`config.mk`:
```
export PLATFORM = sky130hd
export DESIGN_NAME = cart_bank_mapper
export DESIGN_NICKNAME = d
export VERILOG_FILES = /design/src/rtl/cart_bank_pkg.sv /design/src/rtl/bank_regfile.sv /design/src/rtl/prg_window_map.sv /design/src/rtl/chr_window_map.sv /design/src/rtl/cart_bank_mapper.sv
export SDC_FILE = /design/constraint.sdc
export NUM_CORES = 1
export LEC_CHECK = 0
export ABC_AREA = 1
export BUFFER_PORTS_ARGS = -buffer_cell sky130_fd_sc_hd__buf_2
export CORE_UTILIZATION = 53
export DETAILED_ROUTE_END_ITERATION = 10
export PLACE_DENSITY_LB_ADDON = 0.2
export SYNTH_ARGS = -nofsm -noshare
export SYNTH_HDL_FRONTEND = slang
export SYNTH_HIERARCHICAL = 1
export SYNTH_SLANG_ARGS = --single-unit
```
`constraint.sdc`:
```
create_clock -name clk -period 1.26 [get_ports clk]
set_input_delay 0.126 -clock clk [delete_from_list [all_inputs] [get_ports clk]]
set_output_delay 0.126 -clock clk [all_outputs]
set_load 0.01 [all_outputs]
```
`src/rtl/cart_bank_pkg.sv`:
```
package cart_bank_pkg;

    localparam int NUM_BANK_REGS = 8;
    localparam int REG_W         = 8;

    typedef struct packed {
        logic       chr_flip;
        logic       prg_swap;
        logic [2:0] sel;
    } cmd_t;

    typedef enum logic [1:0] {
        WR_CMD,
        WR_DATA,
        WR_MIRROR,
        WR_NONE
    } wr_kind_e;

    function automatic wr_kind_e decode_write(input logic en, input logic [15:0] addr);
        if (!en)
            return WR_NONE;
        if (addr[15:13] == 3'b100)
            return addr[0] ? WR_DATA : WR_CMD;
        if (addr[15:13] == 3'b101 && !addr[0])
            return WR_MIRROR;
        return WR_NONE;
    endfunction

    function automatic cmd_t cmd_from_byte(input logic [7:0] d);
        cmd_t c;
        c.chr_flip = d[7];
        c.prg_swap = d[6];
        c.sel      = d[2:0];
        return c;
    endfunction

    function automatic logic [2:0] chr_slot(input logic [2:0] win, input logic flip);
        return win ^ {flip, 2'b00};
    endfunction

endpackage

```
`src/rtl/bank_regfile.sv`:
```
module bank_regfile
    import cart_bank_pkg::*;
(
    input  logic                                  clk,
    input  logic                                  rst,
    input  logic                                  wr_en,
    input  logic [15:0]                           wr_addr,
    input  logic [7:0]                            wr_data,
    output cmd_t                                  cmd_q,
    output logic [NUM_BANK_REGS-1:0][REG_W-1:0]   bank_q,
    output logic                                  mirror_q
);
    wr_kind_e kind;

    always_comb kind = decode_write(wr_en, wr_addr);

    always_ff @(posedge clk) begin
        if (rst)
            cmd_q <= '0;
        else if (kind == WR_CMD)
            cmd_q <= cmd_from_byte(wr_data);
    end

    always_ff @(posedge clk) begin
        if (rst)
            mirror_q <= 1'b0;
        else if (kind == WR_MIRROR)
            mirror_q <= wr_data[0];
    end

    for (genvar i = 0; i < NUM_BANK_REGS; i++) begin : g_reg
        always_ff @(posedge clk) begin
            if (rst)
                bank_q[i] <= '0;
            else if (kind == WR_DATA && cmd_q.sel == 3'(i))
                bank_q[i] <= wr_data;
        end
    end

    assert_cmd_load_R1: assert property (@(posedge clk) disable iff (rst)
        (wr_en && wr_addr[15:13] == 3'b100 && !wr_addr[0])
        |=> (cmd_q == {$past(wr_data[7:6]), $past(wr_data[2:0])}));

    assert_data_store_R2: assert property (@(posedge clk) disable iff (rst)
        (wr_en && wr_addr[15:13] == 3'b100 && wr_addr[0])
        |=> (bank_q[$past(cmd_q.sel)] == $past(wr_data)));

    assert_mirror_set_R8: assert property (@(posedge clk) disable iff (rst)
        (wr_en && wr_addr[15:13] == 3'b101 && !wr_addr[0])
        |=> (mirror_q == $past(wr_data[0])));

    assert_idle_hold_R9: assert property (@(posedge clk) disable iff (rst)
        (!wr_en) |=> ($stable(cmd_q) && $stable(bank_q) && $stable(mirror_q)));

    assert_reset_clear_R11: assert property (@(posedge clk)
        rst |=> (cmd_q == '0 && mirror_q == 1'b0 && bank_q == '0));

endmodule

```
`src/rtl/prg_window_map.sv`:
```
module prg_window_map
    import cart_bank_pkg::*;
#(
    parameter int PRG_BANKS = 32,
    localparam int PRG_W    = $clog2(PRG_BANKS)
) (
    input  logic             clk,
    input  logic             rst,
    input  logic             prg_swap,
    input  logic [REG_W-1:0] reg6,
    input  logic [REG_W-1:0] reg7,
    input  logic [1:0]       win,
    output logic [PRG_W-1:0] bank
);
    localparam logic [PRG_W-1:0] LAST_BANK   = PRG_W'(PRG_BANKS - 1);
    localparam logic [PRG_W-1:0] SECOND_LAST = PRG_W'(PRG_BANKS - 2);

    logic [PRG_W-1:0] r6_m, r7_m;

    always_comb begin
        r6_m = reg6[PRG_W-1:0];
        r7_m = reg7[PRG_W-1:0];
        unique case (win)
            2'd0:    bank = prg_swap ? SECOND_LAST : r6_m;
            2'd1:    bank = r7_m;
            2'd2:    bank = prg_swap ? r6_m : SECOND_LAST;
            default: bank = LAST_BANK;
        endcase
    end

    assert_fixed_top_R7: assert property (@(posedge clk) disable iff (rst)
        (win == 2'd3) |-> (bank == LAST_BANK));

    assert_swap_pair_R6: assert property (@(posedge clk) disable iff (rst)
        (win[0] == 1'b0 && (win[1] ^ prg_swap)) |-> (bank == SECOND_LAST));

endmodule

```
`src/rtl/chr_window_map.sv`:
```
module chr_window_map
    import cart_bank_pkg::*;
#(
    parameter int CHR_BANKS = 256,
    localparam int CHR_W    = $clog2(CHR_BANKS)
) (
    input  logic                   clk,
    input  logic                   rst,
    input  logic                   chr_flip,
    input  logic [5:0][REG_W-1:0]  regs,
    input  logic [2:0]             win,
    output logic [CHR_W-1:0]       bank
);
    logic [7:0][CHR_W-1:0] slot_bank;

    for (genvar i = 0; i < 8; i++) begin : g_slot
        if (i < 4) begin : g_pair
            always_comb begin
                slot_bank[i]    = regs[i / 2][CHR_W-1:0];
                slot_bank[i][0] = 1'(i % 2);
            end
        end else begin : g_single
            always_comb slot_bank[i] = regs[i - 2][CHR_W-1:0];
        end
    end

    always_comb bank = slot_bank[chr_slot(win, chr_flip)];

    assert_pair_even_R3: assert property (@(posedge clk) disable iff (rst)
        (!chr_flip && win[2] == 1'b0) |-> (bank[0] == win[0]));

    assert_flip_pair_R5: assert property (@(posedge clk) disable iff (rst)
        (chr_flip && win[2] == 1'b1) |-> (bank[0] == win[0]));

endmodule

```
`src/rtl/cart_bank_mapper.sv`:
```
module cart_bank_mapper
    import cart_bank_pkg::*;
#(
    parameter int PRG_BANKS = 32,
    parameter int CHR_BANKS = 256,
    localparam int PRG_W    = $clog2(PRG_BANKS),
    localparam int CHR_W    = $clog2(CHR_BANKS)
) (
    input  logic             clk,
    input  logic             rst,
    input  logic             wr_en,
    input  logic [15:0]      wr_addr,
    input  logic [7:0]       wr_data,
    input  logic [1:0]       cpu_win,
    output logic [PRG_W-1:0] prg_bank,
    input  logic [2:0]       ppu_win,
    output logic [CHR_W-1:0] chr_bank,
    output logic             mirror_sel
);
    cmd_t                                cmd_q;
    logic [NUM_BANK_REGS-1:0][REG_W-1:0] bank_q;
    logic [5:0][REG_W-1:0]               chr_regs;

    bank_regfile u_regs (
        .clk      (clk),
        .rst      (rst),
        .wr_en    (wr_en),
        .wr_addr  (wr_addr),
        .wr_data  (wr_data),
        .cmd_q    (cmd_q),
        .bank_q   (bank_q),
        .mirror_q (mirror_sel)
    );

    always_comb chr_regs = bank_q[5:0];

    prg_window_map #(.PRG_BANKS(PRG_BANKS)) u_prg (
        .clk      (clk),
        .rst      (rst),
        .prg_swap (cmd_q.prg_swap),
        .reg6     (bank_q[6]),
        .reg7     (bank_q[7]),
        .win      (cpu_win),
        .bank     (prg_bank)
    );

    chr_window_map #(.CHR_BANKS(CHR_BANKS)) u_chr (
        .clk      (clk),
        .rst      (rst),
        .chr_flip (cmd_q.chr_flip),
        .regs     (chr_regs),
        .win      (ppu_win),
        .bank     (chr_bank)
    );

endmodule

```
# Word-level counts from Yosys, hierarchy flattened
# Index checks and enable logic that the tools add are counted.
dict set report word_totals {
  reg_bits 64
  elab_cells 57
  input_bits 32
}
dict set report op_classes {
  n_lt_le_gt_ge 1
  n_eq_ne 13
  mux 17
  n_reduce_logical 13
  bitwise 1
}
# operator n
set op_table {}
lappend op_table {{8-bit binary-select mux with 3-bit select} 1}
lappend op_table {{3-bit equality test (second input constant)} 6}
lappend op_table {{5-bit one-hot mux with 3 select lines} 1}
lappend op_table {{2-bit two-way mux} 6}
lappend op_table {{5-bit two-way mux} 2}
lappend op_table {{1-bit logical AND} 9}
lappend op_table {{8-bit two-way mux} 1}
lappend op_table {{3-bit by 2-bit equality test with 1-bit output (second input constant)} 2}
lappend op_table {{1-bit two-way mux} 6}
lappend op_table {{2-bit by 1-bit equality test with 1-bit output (second input constant)} 2}
lappend op_table {{2-bit equality test (second input constant)} 2}
lappend op_table {{2-bit logical NOT} 2}
lappend op_table {{3-bit by 4-bit < comparator with 1-bit output (second input constant)} 1}
lappend op_table {{3-bit by 1-bit equality test with 1-bit output (second input constant)} 1}
lappend op_table {{3-bit logical NOT} 1}
lappend op_table {{3-bit XOR} 1}
lappend op_table {{1-bit logical NOT} 1}

# Logic depth before layout (Yosys ltp)
# Gate-level depths: netlist of the first run.
dict set report logic_depth {
  word_depth 10
  ltp_mapped 8
  ltp_nobuf 7
}

# Modules after synthesis
# Netlist of the first run, hierarchy kept.
# mod area_each_um2 cells_per_inst instances seq_area_each_um2
set by_module_without_submodules {}
lappend by_module_without_submodules {bank_regfile 2891.5 415 1 1401.3}
lappend by_module_without_submodules {chr_window_map 586.8 139 1 0.0}
lappend by_module_without_submodules {prg_window_map 177.7 37 1 0.0}

# Least setup slack after synthesis of the first run
# Ideal clock, no wire load.
dict set report synth_path {
  path_type {register -> register}
  start {register, netlist name u_regs/cmd_q[2]}
  end {register u_regs/bank_q[45] in the netlist's numbering}
  path_slack_ns -0.018
  arrival_ns 1.163
  stages_incl_launch_ff 7
  period_less_slack_ns 1.278
  setup_time_ns 0.115
  path_cell_list {dfxtp_1 inv_1 nor2_1 buf_2 nand3_1 nand2_1 nor2_1}
}
dict set report synth_via {
  elab_chain_len 2
}
# item line
set synth_rtl {}
lappend synth_rtl {{3-bit equality test} bank_regfile.sv:35} ;# else if (kind == WR_DATA && cmd_q.sel == 3'(i))
lappend synth_rtl {{1-bit logical AND} bank_regfile.sv:35}
lappend synth_rtl {{end signal: indexed assignment} bank_regfile.sv:36} ;# bank_q[i] <= wr_data;
lappend synth_rtl {{end: declaration} bank_regfile.sv:10} ;# output logic [NUM_BANK_REGS-1:0][REG_W-1:0] bank_q,
# Every way passes these cells.
# A chain may end at the register's enable or synchronous reset.

# Final worst setup path of the first run
dict set report layout_path {
  start {register, netlist name u_regs/cmd_q[4]}
  end {output port chr_bank[3]}
}
dict set report layout_via {
  elab_chain_len 3
}
# item line
set layout_rtl {}
lappend layout_rtl {{3-bit XOR} cart_bank_pkg.sv:38} ;# return win ^ {flip, 2'b00};
lappend layout_rtl {{8-bit binary-select mux with 3-bit select} chr_window_map.sv:27} ;# always_comb bank = slot_bank[chr_slot(win, chr_flip)];
lappend layout_rtl {{8-bit two-way mux (implied by the code)} chr_window_map.sv:27}
lappend layout_rtl {{end: declaration} cart_bank_mapper.sv:17} ;# output logic [CHR_W-1:0] chr_bank,
# Every way passes these cells. The select of a mux whose other input is x is not followed.

==> results of run 1 <==
## state kept, by name (all words and copies together) (netlist names)
name,cells
u_regs/bank_q,56
u_regs/cmd_q,5
u_regs/mirror_q,1
## area by class of cell
| type | instances | area, um2 | area share, % |
|---|---|---|---|
| clock inverters | 4 | 70.1 | 1.78 |
| repair buffers | 50 | 375 | 9.54 |
| multi-input cells | 395 | 1770 | 45.0 |
| inverters | 57 | 228 | 5.79 |
| clock buffers | 12 | 145 | 3.69 |
| flip-flops and latches | 62 | 1250 | 31.8 |
| well taps | 75 | 93.8 | 2.38 |
## power by group
part,internal [mW],switching (mW)
combinational,0.156,0.296
clock,1.16,0.763
sequential,1.97,0.00849
## per-layer routing
metal | global-route usage (%) | vias to the layer above | wire length, um
met5 | 0 | - | 0
met4 | 10.5 | 0 | 122
met3 | 4.89 | 11 | 433
met2 | 43.5 | 97 | 3910
met1 | 36.0 | 1507 | 3810
li1 | - | 1768 | -
## how the worst max path moves through the flow
stage	endpoint	slack (ns)	depth (start not counted)
6_report	chr_bank[3]	-0.19	6
5_1_grt	chr_bank[3]	-0.25	6
4_1_cts	chr_bank[0]	-0.18	6
3_5_place_dp	u_regs/bank_q[12]$_SDFFE_PP0P_	0.07	8
3_3_place_gp	u_regs/bank_q[5]$_SDFFE_PP0P_	0.11	8
2_1_floorplan	u_regs/bank_q[37]$_SDFFE_PP0P_	-0.01	6
## metrics by stage
step	setup WS [ns]	power, mW	setup TNS [ns]	cells
6_report	-0.186	4.35	-1.41	655
5_1_grt	-0.251	4.55	-2.21	655
4_1_cts	-0.179	4.36	-1.47	655
3_5_place_dp	0.0650	2.45	0	637
3_3_place_gp	0.106	2.44	0	637
2_1_floorplan	-0.00974	2.30	-0.0195	551
## worst register-to-register path: stages, from the launching register on
cell     delay, ns
dfxtp_2       0.37
inv_1         0.11
nor3_2        0.13
buf_4         0.24
nand3_1       0.10
nand2_1       0.07
nor2_1        0.04
## what timing repair did
| item | in CTS | in global routing |
|---|---|---|
| setup buffers | 3 | 0 |
| endpoints found under the setup margin | 13 | 48 |
| gates resized for setup | 16 | 12 |
| pin swaps | 11 | 5 |
==> metrics.txt, run 1 <==
most common cell after layout, fill and taps aside=nand2_1; Worst Path Buf+Inv=3; Period minus WS final=1.45 ns; Min Hold Slack=between 0.04 and 0.05 ns; crit path kind=reg2out; Setup crit start=u_regs/cmd_q[4]$_SDFFE_PP0N_; Mapped Nets=between 500 and 600; fill count=553; R2R setup slack=approximately 0.10 ns; height of the die=just over 80 um; WP data arrival=1.32 ns; design area=slightly below 4000 um2; clk_lat worst skew=between 0.3 and 0.4 ns; fraction of layout cells with a size suffix above 1=between 10% and 20%; Max Cap Violations=0; Layout Skew=0.0116 ns; Final period util=115%; hold_sp=wr_data[6]; initial antenna violation count=0; CTS tree=built; Crit Reg-Reg Endpoint=u_regs/bank_q[38]$_SDFFE_PP0P_; clock-pin slew on the worst setup and hold paths=~0.06 ns; CP Cell Sequence=xor2_4 -> buf_12 -> inv_8 -> nand2_1 -> nand2_1 -> buf_2; I/O pin count=46; PwrDens=approximately 1100 nW/um2; crit-path most repeated cell=nand2_1; routed wire length=about 8300 um; initial DRC count=313; status=complete, but fails checks; Cell Area, Synth=3360 um2; R2R Path Start=u_regs/cmd_q[2]$_SDFFE_PP0N_; HP Class=in2reg; Max FO, Critical Path=10; wire per inst=between 10 and 15 um; Crit. End Element=output pin; die area=roughly 6700 um2; slowest cell on the critical path=dfxtp_4; chip width=81.6 um; P&R area growth vs syn=17.3%; antenna diode count=0; routability cong.=~0.83; Post-DRT Antenna Nets=0; most frequent cells in the layout=nand2_1 (167), nand3_1 (75), nor2_1 (75), dfxtp_1 (58), a21oi_1 (56); IO Port Bufs=33; max-slew violations=0; FF-to-FF path depth=6; Root Driver=clkbuf_8; maximum vdd drop=approximately 0.6 mV; RSZ-0062 raised after global routing=true; Initial Utilization=a little under three fifths; total number of vias=3383; routed vias/inst=approximately 5.2; Layout Nets=607; yosys warns=6; Post-Syn Instances=approximately 550; Slew headroom=76.8%; critical path required time=approximately 1.1 ns; largest net degree at the start of global routing=64; P_leak=1.80 nW; syn_area_per_cell=between 6 and 7 um2; first-pass GRT wire length=13700 um; WHS Endpoint=u_regs/cmd_q[3]$_SDFFE_PP0N_; Worst Max-Slew Pin Slew=~0.35 ns; CTS buffer count=9; Hold Path Cell Cnt=3; crit-path leading delay family=flip-flops; vias in the first global route=slightly below 3000; placed instance area=approximately 3600 um2; H-tree levels=3; drt pass-1 iters=4; fin util=65.3%; DRC viols=0; CP startpoint kind=register; Fin. Hold Viols=0; failing checks=setup timing; DP HPWL=5130 um; final setup violating endpoints=11; clock sinks=62; hold_buf cts=0; fmax=about 690 MHz; Clock Tree Buf Depth=2; CORE AREA=around 6000 um2; final worst slack=-0.186 ns; total global routing overflow=0; FP Rows=28; CP peak stage delay=between 0.3 and 0.4 ns; All-Layer GR Usage=between 20% and 30%
(Power assumes the default switching activity.)
==> inputs of run 2 (changes only) <==
BUFFER_PORTS_ARGS = not set   (was -buffer_cell sky130_fd_sc_hd__buf_2)
CORE_UTILIZATION = 55   (was 53)
CTS_BUF_LIST = sky130_fd_sc_hd__clkbuf_8   (was not set)
DONT_BUFFER_PORTS = 1   (was not set)
RECOVER_POWER = 50   (was not set)
==> run 2 against run 1 <==
  * The flow still finishes with violations (setup timing)
  * Clock-buffer cell count down 2
  * Clock power decreased by 8%
  * Routed wire length up 0.17%
  * Critical endpoint is now chr_bank[0]
==> metrics.txt, run 2 (synthesized netlist as in run 1, its figures left out) <==
PwrDens=1090 nW/um2 (-1.2%); critical path required time=1.13 ns (about the same); WP data arrival=1.25 ns (-0.07 ns); CTS buffer count=9 (unchanged); P_leak=1.67 nW (-7.0%); I/O pin count=46 (unchanged); Max FO, Critical Path=10 (unchanged); design area=3790 um2 (-3.8%); Clock Tree Buf Depth=2 (unchanged); vias in the first global route=2925 (+0.83%); Post-DRT Antenna Nets=0 (unchanged); crit-path leading delay family=flip-flops; max-slew violations=0 (unchanged); Layout Nets=581 (-4.3%); CP startpoint kind=register; slowest cell on the critical path=dfxtp_4; Final period util=109% (-5.4 points); Root Driver=clkbuf_8; HP Class=in2reg; Layout Skew=0.00833 ns (-0.00323 ns); final worst slack=-0.117 ns (+0.0683 ns); registers with the most flip-flops=u_regs/bank_q x56, u_regs/cmd_q x5, u_regs/mirror_q x1; status=complete, but fails checks; P&R area growth vs syn=12.9%; failing checks=setup timing; clock sinks=62 (unchanged); placed instance area=3460 um2 (-3.9%); clock-pin slew on the worst setup and hold paths=0.07 ns (about the same); routability cong.=0.796 (-3.8%); Largest Register=u_regs/bank_q; chip width=80.1 um (-1.8%); routed vias/inst=5.31 (+2.8%); CP Cell Sequence=xor2_4 -> buf_12 -> nand3_1 -> nand2_2; Max Cap Violations=0 (unchanged); fmax=726 MHz (+5.0%); CTS tree=built; CORE AREA=5890 um2 (-2.3%); drt pass-1 iters=5 (+1); clk_lat worst skew=0.35 ns (about the same); final setup violating endpoints=11 (unchanged); DP Cell Count=604 (-5.2%); die area=6420 um2 (-3.5%); wire per inst=13.2 um (+4.3%); Initial Utilization=57.0% (+1.3 points); Slew headroom=75.5% (-1.3 points); Place WS=0.0427 ns (-0.0223 ns); Pwr Total=4.14 mW (-4.9%); fraction of layout cells with a size suffix above 1=11.6% (-4.7 points); Min Hold Slack=0.0799 ns (+0.0376 ns); RSZ-0062 raised after global routing=true; CP peak stage delay=0.37 ns (about the same); Layout Cells excl Fill=629 (-4.0%); IO Port Bufs=0 (-100%); Crit. End Element=output pin; DP HPWL=5060 um (-1.5%); first-pass GRT wire length=13500 um (-1.0%); most frequent cells in the layout=nand2_1 (160), nand3_1 (77), nor2_1 (75), dfxtp_1 (61), a21oi_1 (56); total number of vias=3339 (-1.3%); DRC viols=0 (unchanged); height of the die=80.1 um (-1.8%); maximum vdd drop=1.18 mV (+100%); crit path kind=reg2out; Worst Max-Slew Pin Slew=0.367 ns (+0.0194 ns); initial antenna violation count=0 (unchanged); total global routing overflow=0 (unchanged); antenna diode count=0 (unchanged); H-tree levels=3 (unchanged); largest net degree at the start of global routing=69 (+7.8%); Worst Path Buf+Inv=1 (-2); All-Layer GR Usage=27.6% (+0.48 points); Largest register FFs=56 (unchanged); Period minus WS final=1.38 ns (-0.0683 ns); Fin. Hold Viols=0 (unchanged); initial DRC count=239 (-24%); FP Rows=28 (unchanged); most common cell after layout, fill and taps aside=nand2_1; routed wire length=8290 um (+0.17%)
-- run 2: cell types whose count changed in the layout (fill, tap and decap cells not counted), sizes merged --
cell         before  now
inv              55   56
buf              50   15
bufinv            2    1
dlygate4sd3       0    7
clkinv            4    5
clkinvlp          0    1
-- run 2: cell type report --
cell class	instances	area [um2]
clock buffers	10	138
inverters	57	220
well taps	75	93.8
flip-flops and latches	62	1240
repair buffers	24	262
multi-input cells	395	1770
clock inverters	6	61.3
fillers	553	2100
-- run 2: stage by stage --
| stage | setup TNS (ns) | utilization (%) |
|---|---|---|
| floorplan | -0.0195 | - |
| global placement | 0 | 58.8 |
| detailed placement | 0 | 58.8 |
| CTS | -0.790 | 63.8 |
| global route | -2.62 | 64.4 |
| finish | -1.07 | 64.4 |
-- run 2: path summary, 6_finish.rpt --
kind | startpoint | to | slack (ns) | cells past startpoint
worst min register to register | u_regs/bank_q[43]$_SDFFE_PP0P_ | u_regs/bank_q[43]$_SDFFE_PP0P_ | 0.48 | 2
worst max register to register | u_regs/cmd_q[2]$_SDFFE_PP0N_ | u_regs/bank_q[32]$_SDFFE_PP0P_ | 0.01 | 6
worst max-delay path | u_regs/cmd_q[4]$_SDFFE_PP0N_ | chr_bank[0] | -0.12 | 4
worst min-delay path | rst | u_regs/cmd_q[4]$_SDFFE_PP0N_ | 0.08 | 3
-- run 2: power by group --
group          total, mW  switching, mW  internal [mW]
combinational      0.384          0.253          0.131
clock               1.78          0.821          0.959
sequential          1.98        0.00924           1.97
total               4.14           1.08           3.06
-- run 2: worst register-to-register path: stages, from the launching register on --
cell	delay, ns
dfxtp_1	0.40
inv_1	0.14
nor3_2	0.20
buf_4	0.21
nand3_1	0.08
nand2_1	0.08
nor2_1	0.04
-- run 2: routing by layer --
metal  vias up  routed length [um]  share of wire, %  global-route usage (%)
met1      1499                3720                45                    34.9
met5         -                   0                 0                       0
met3        19                 462               5.6                    7.16
li1       1713                   -                 -                       -
met4         0                 218               2.6                    12.9
met2       108                3890                47                    43.7
-- run 2: timing repair --
item / CTS / global route
pin swaps: 3 / 5
hold buffers: 7 / 0
endpoints found under the setup margin: 13 / 33
gates resized for setup: 12 / 15
endpoints found under the hold margin: 6 / 0
buffers inserted: 1 / 2
==> inputs of run 3 (changes only) <==
MAX_ROUTING_LAYER = met4   (was not set)
==> run 3 against run 2 <==
  * The flow still finishes with violations (setup timing)
  * Sequential power hardly changed
  * Setup slack better by 0.0034 ns
  * Via count rose by 0.45%
  * Maximum frequency grew 0.25%
  * Clock-buffer cell count is the same
  * Final cell count is 0.16% lower
  * Critical path type unchanged
  * Highest routed layer unchanged
==> metrics.txt, run 3 (synthesized netlist as in run 1, its figures left out) <==
status=complete, but fails checks; failing checks=setup timing; clock sinks=62 (unchanged); registers with the most flip-flops=u_regs/bank_q x56, u_regs/cmd_q x5, u_regs/mirror_q x1; routed wire length=8260 um (-0.41%); I/O pin count=46 (unchanged); first-pass GRT wire length=13500 um (unchanged); Initial Utilization=57.0% (unchanged); placed instance area=3460 um2 (unchanged); routed vias/inst=5.34 (+0.61%); final setup violating endpoints=13 (+2); critical path required time=1.13 ns (about the same); PwrDens=1090 nW/um2 (about the same); max-slew violations=0 (unchanged); Worst Max-Slew Pin Slew=0.363 ns (-0.00483 ns); total number of vias=3354 (+0.45%); FP Rows=28 (unchanged); drt pass-1 iters=5 (unchanged); DP HPWL=5060 um (unchanged); CORE AREA=5890 um2 (unchanged); chip width=80.1 um (unchanged); All-Layer GR Usage=28.3% (+0.73 points); largest net degree at the start of global routing=69 (unchanged); fmax=728 MHz (+0.25%); Max FO, Critical Path=10 (unchanged); switching power=1.08 mW (-0.49%); Layout Nets=580 (-0.17%); Clock Tree Buf Depth=2 (unchanged); final worst slack=-0.114 ns (+0.00344 ns); maximum vdd drop=1.18 mV (about the same); IO Port Bufs=0 (unchanged); design area=3780 um2 (-0.20%); sequential share of power=47.8% (about the same); Largest Register=u_regs/bank_q; height of the die=80.1 um (unchanged); initial DRC count=223 (-6.7%); CTS tree=built; most common cell after layout, fill and taps aside=nand2_1; Pint=3.06 mW (about the same); total global routing overflow=0 (unchanged); Layout Skew=0.00730 ns (-0.00103 ns); vias in the first global route=2924 (-0.034%); Post-DRT Antenna Nets=0 (unchanged); Clk pwr share=42.9% (about the same); Logic pwr share=9.3% (about the same); crit path kind=reg2out; clk_lat worst skew=0.35 ns (about the same); antenna diode count=0 (unchanged); CP startpoint kind=register; H-tree levels=3 (unchanged); Fin. Hold Viols=0 (unchanged); WP data arrival=1.25 ns (about the same); DRC viols=0 (unchanged); P&R area growth vs syn=12.7%; RSZ-0062 raised after global routing=true; Crit. End Element=output pin; Largest register FFs=56 (unchanged); Final period util=109% (-0.27 points); initial antenna violation count=0 (unchanged); Sw Share=26.1% (-0.091 points); fraction of layout cells with a size suffix above 1=11.4% (-0.16 points); most frequent cells in the layout=nand2_1 (160), nand3_1 (77), nor2_1 (75), dfxtp_1 (61), a21oi_1 (56); Min Hold Slack=0.0804 ns (+0.000516 ns); die area=6420 um2 (unchanged); Slew headroom=75.8% (+0.32 points); routability cong.=0.808 (+1.4%); Max Cap Violations=0 (unchanged); HP Class=in2reg; CTS buffer count=9 (unchanged); clock-pin slew on the worst setup and hold paths=0.07 ns (about the same); P_leak=1.67 nW (-0.32%); Root Driver=clkbuf_8; Period minus WS final=1.37 ns (-0.00344 ns); wire per inst=13.1 um (-0.25%)
run 3: layout make-up:
type | count | area (um2)
fill | 553 | 2100
multi-input combinational | 395 | 1770
sequential | 62 | 1240
timing repair buffer | 23 | 254
inverter | 57 | 220
clock buffer | 10 | 138
tap | 75 | 93.8
clock inverter | 6 | 61.3
run 3: path summary, 6_finish.rpt:
check                                      start                             end  slack (ns)  cells after the start
setup / recovery    u_regs/cmd_q[4]$_SDFFE_PP0N_                     chr_bank[0]       -0.11                      4
hold reg to reg   u_regs/bank_q[24]$_SDFFE_PP0P_  u_regs/bank_q[24]$_SDFFE_PP0P_        0.48                      2
hold / removal                               rst    u_regs/cmd_q[4]$_SDFFE_PP0N_        0.08                      3
setup reg to reg    u_regs/cmd_q[2]$_SDFFE_PP0N_  u_regs/bank_q[32]$_SDFFE_PP0P_        0.01                      6
run 3: timing repair:
action | 4_1_cts | 5_1_grt
hold endpoints to repair | 6 | 0
hold buffers | 7 | 0
setup endpoints to repair | 13 | 32
gates cloned | 0 | 0
pin swaps | 3 | 5
gates resized for setup | 12 | 15
setup buffers | 1 | 1
run 3: power by group through the flow:
stage | clock, mW | combinational (mW) | sequential, mW
6_report | 1.77 | 0.383 | 1.98
3_5_place_dp | 0 | 0.350 | 2.02
5_1_grt | 1.89 | 0.424 | 1.98
2_1_floorplan | 0 | 0.280 | 2.02
4_1_cts | 1.81 | 0.373 | 1.98
3_3_place_gp | 0 | 0.345 | 2.02
run 3: critical path, cell delays in order, from the launching register on:
cell	delay (ns)
dfxtp_4	0.37
xor2_4	0.17
buf_12	0.15
nand3_1	0.09
nand2_2	0.11
run 3: stage by stage:
step / util, % / power [mW] / setup slack, ns / cells / TNS [ns]
floorplan: - / 2.30 / -0.00974 / 551 / -0.0195
global placement: 58.8 / 2.37 / 0.0697 / 604 / 0
detailed placement: 58.8 / 2.37 / 0.0427 / 604 / 0
CTS: 63.8 / 4.16 / -0.107 / 627 / -0.790
global route: 64.2 / 4.29 / -0.175 / 628 / -2.60
finish: 64.2 / 4.13 / -0.114 / 628 / -0.981
run 3: per-layer routing:
metal | vias to the layer above | GRT usage, % | wire [um]
met5 | - | - | 0
met4 | 0 | 13.9 | 221
met3 | 19 | 6.25 | 440
met2 | 102 | 43.7 | 3920
met1 | 1520 | 35.0 | 3680
li1 | 1713 | - | -
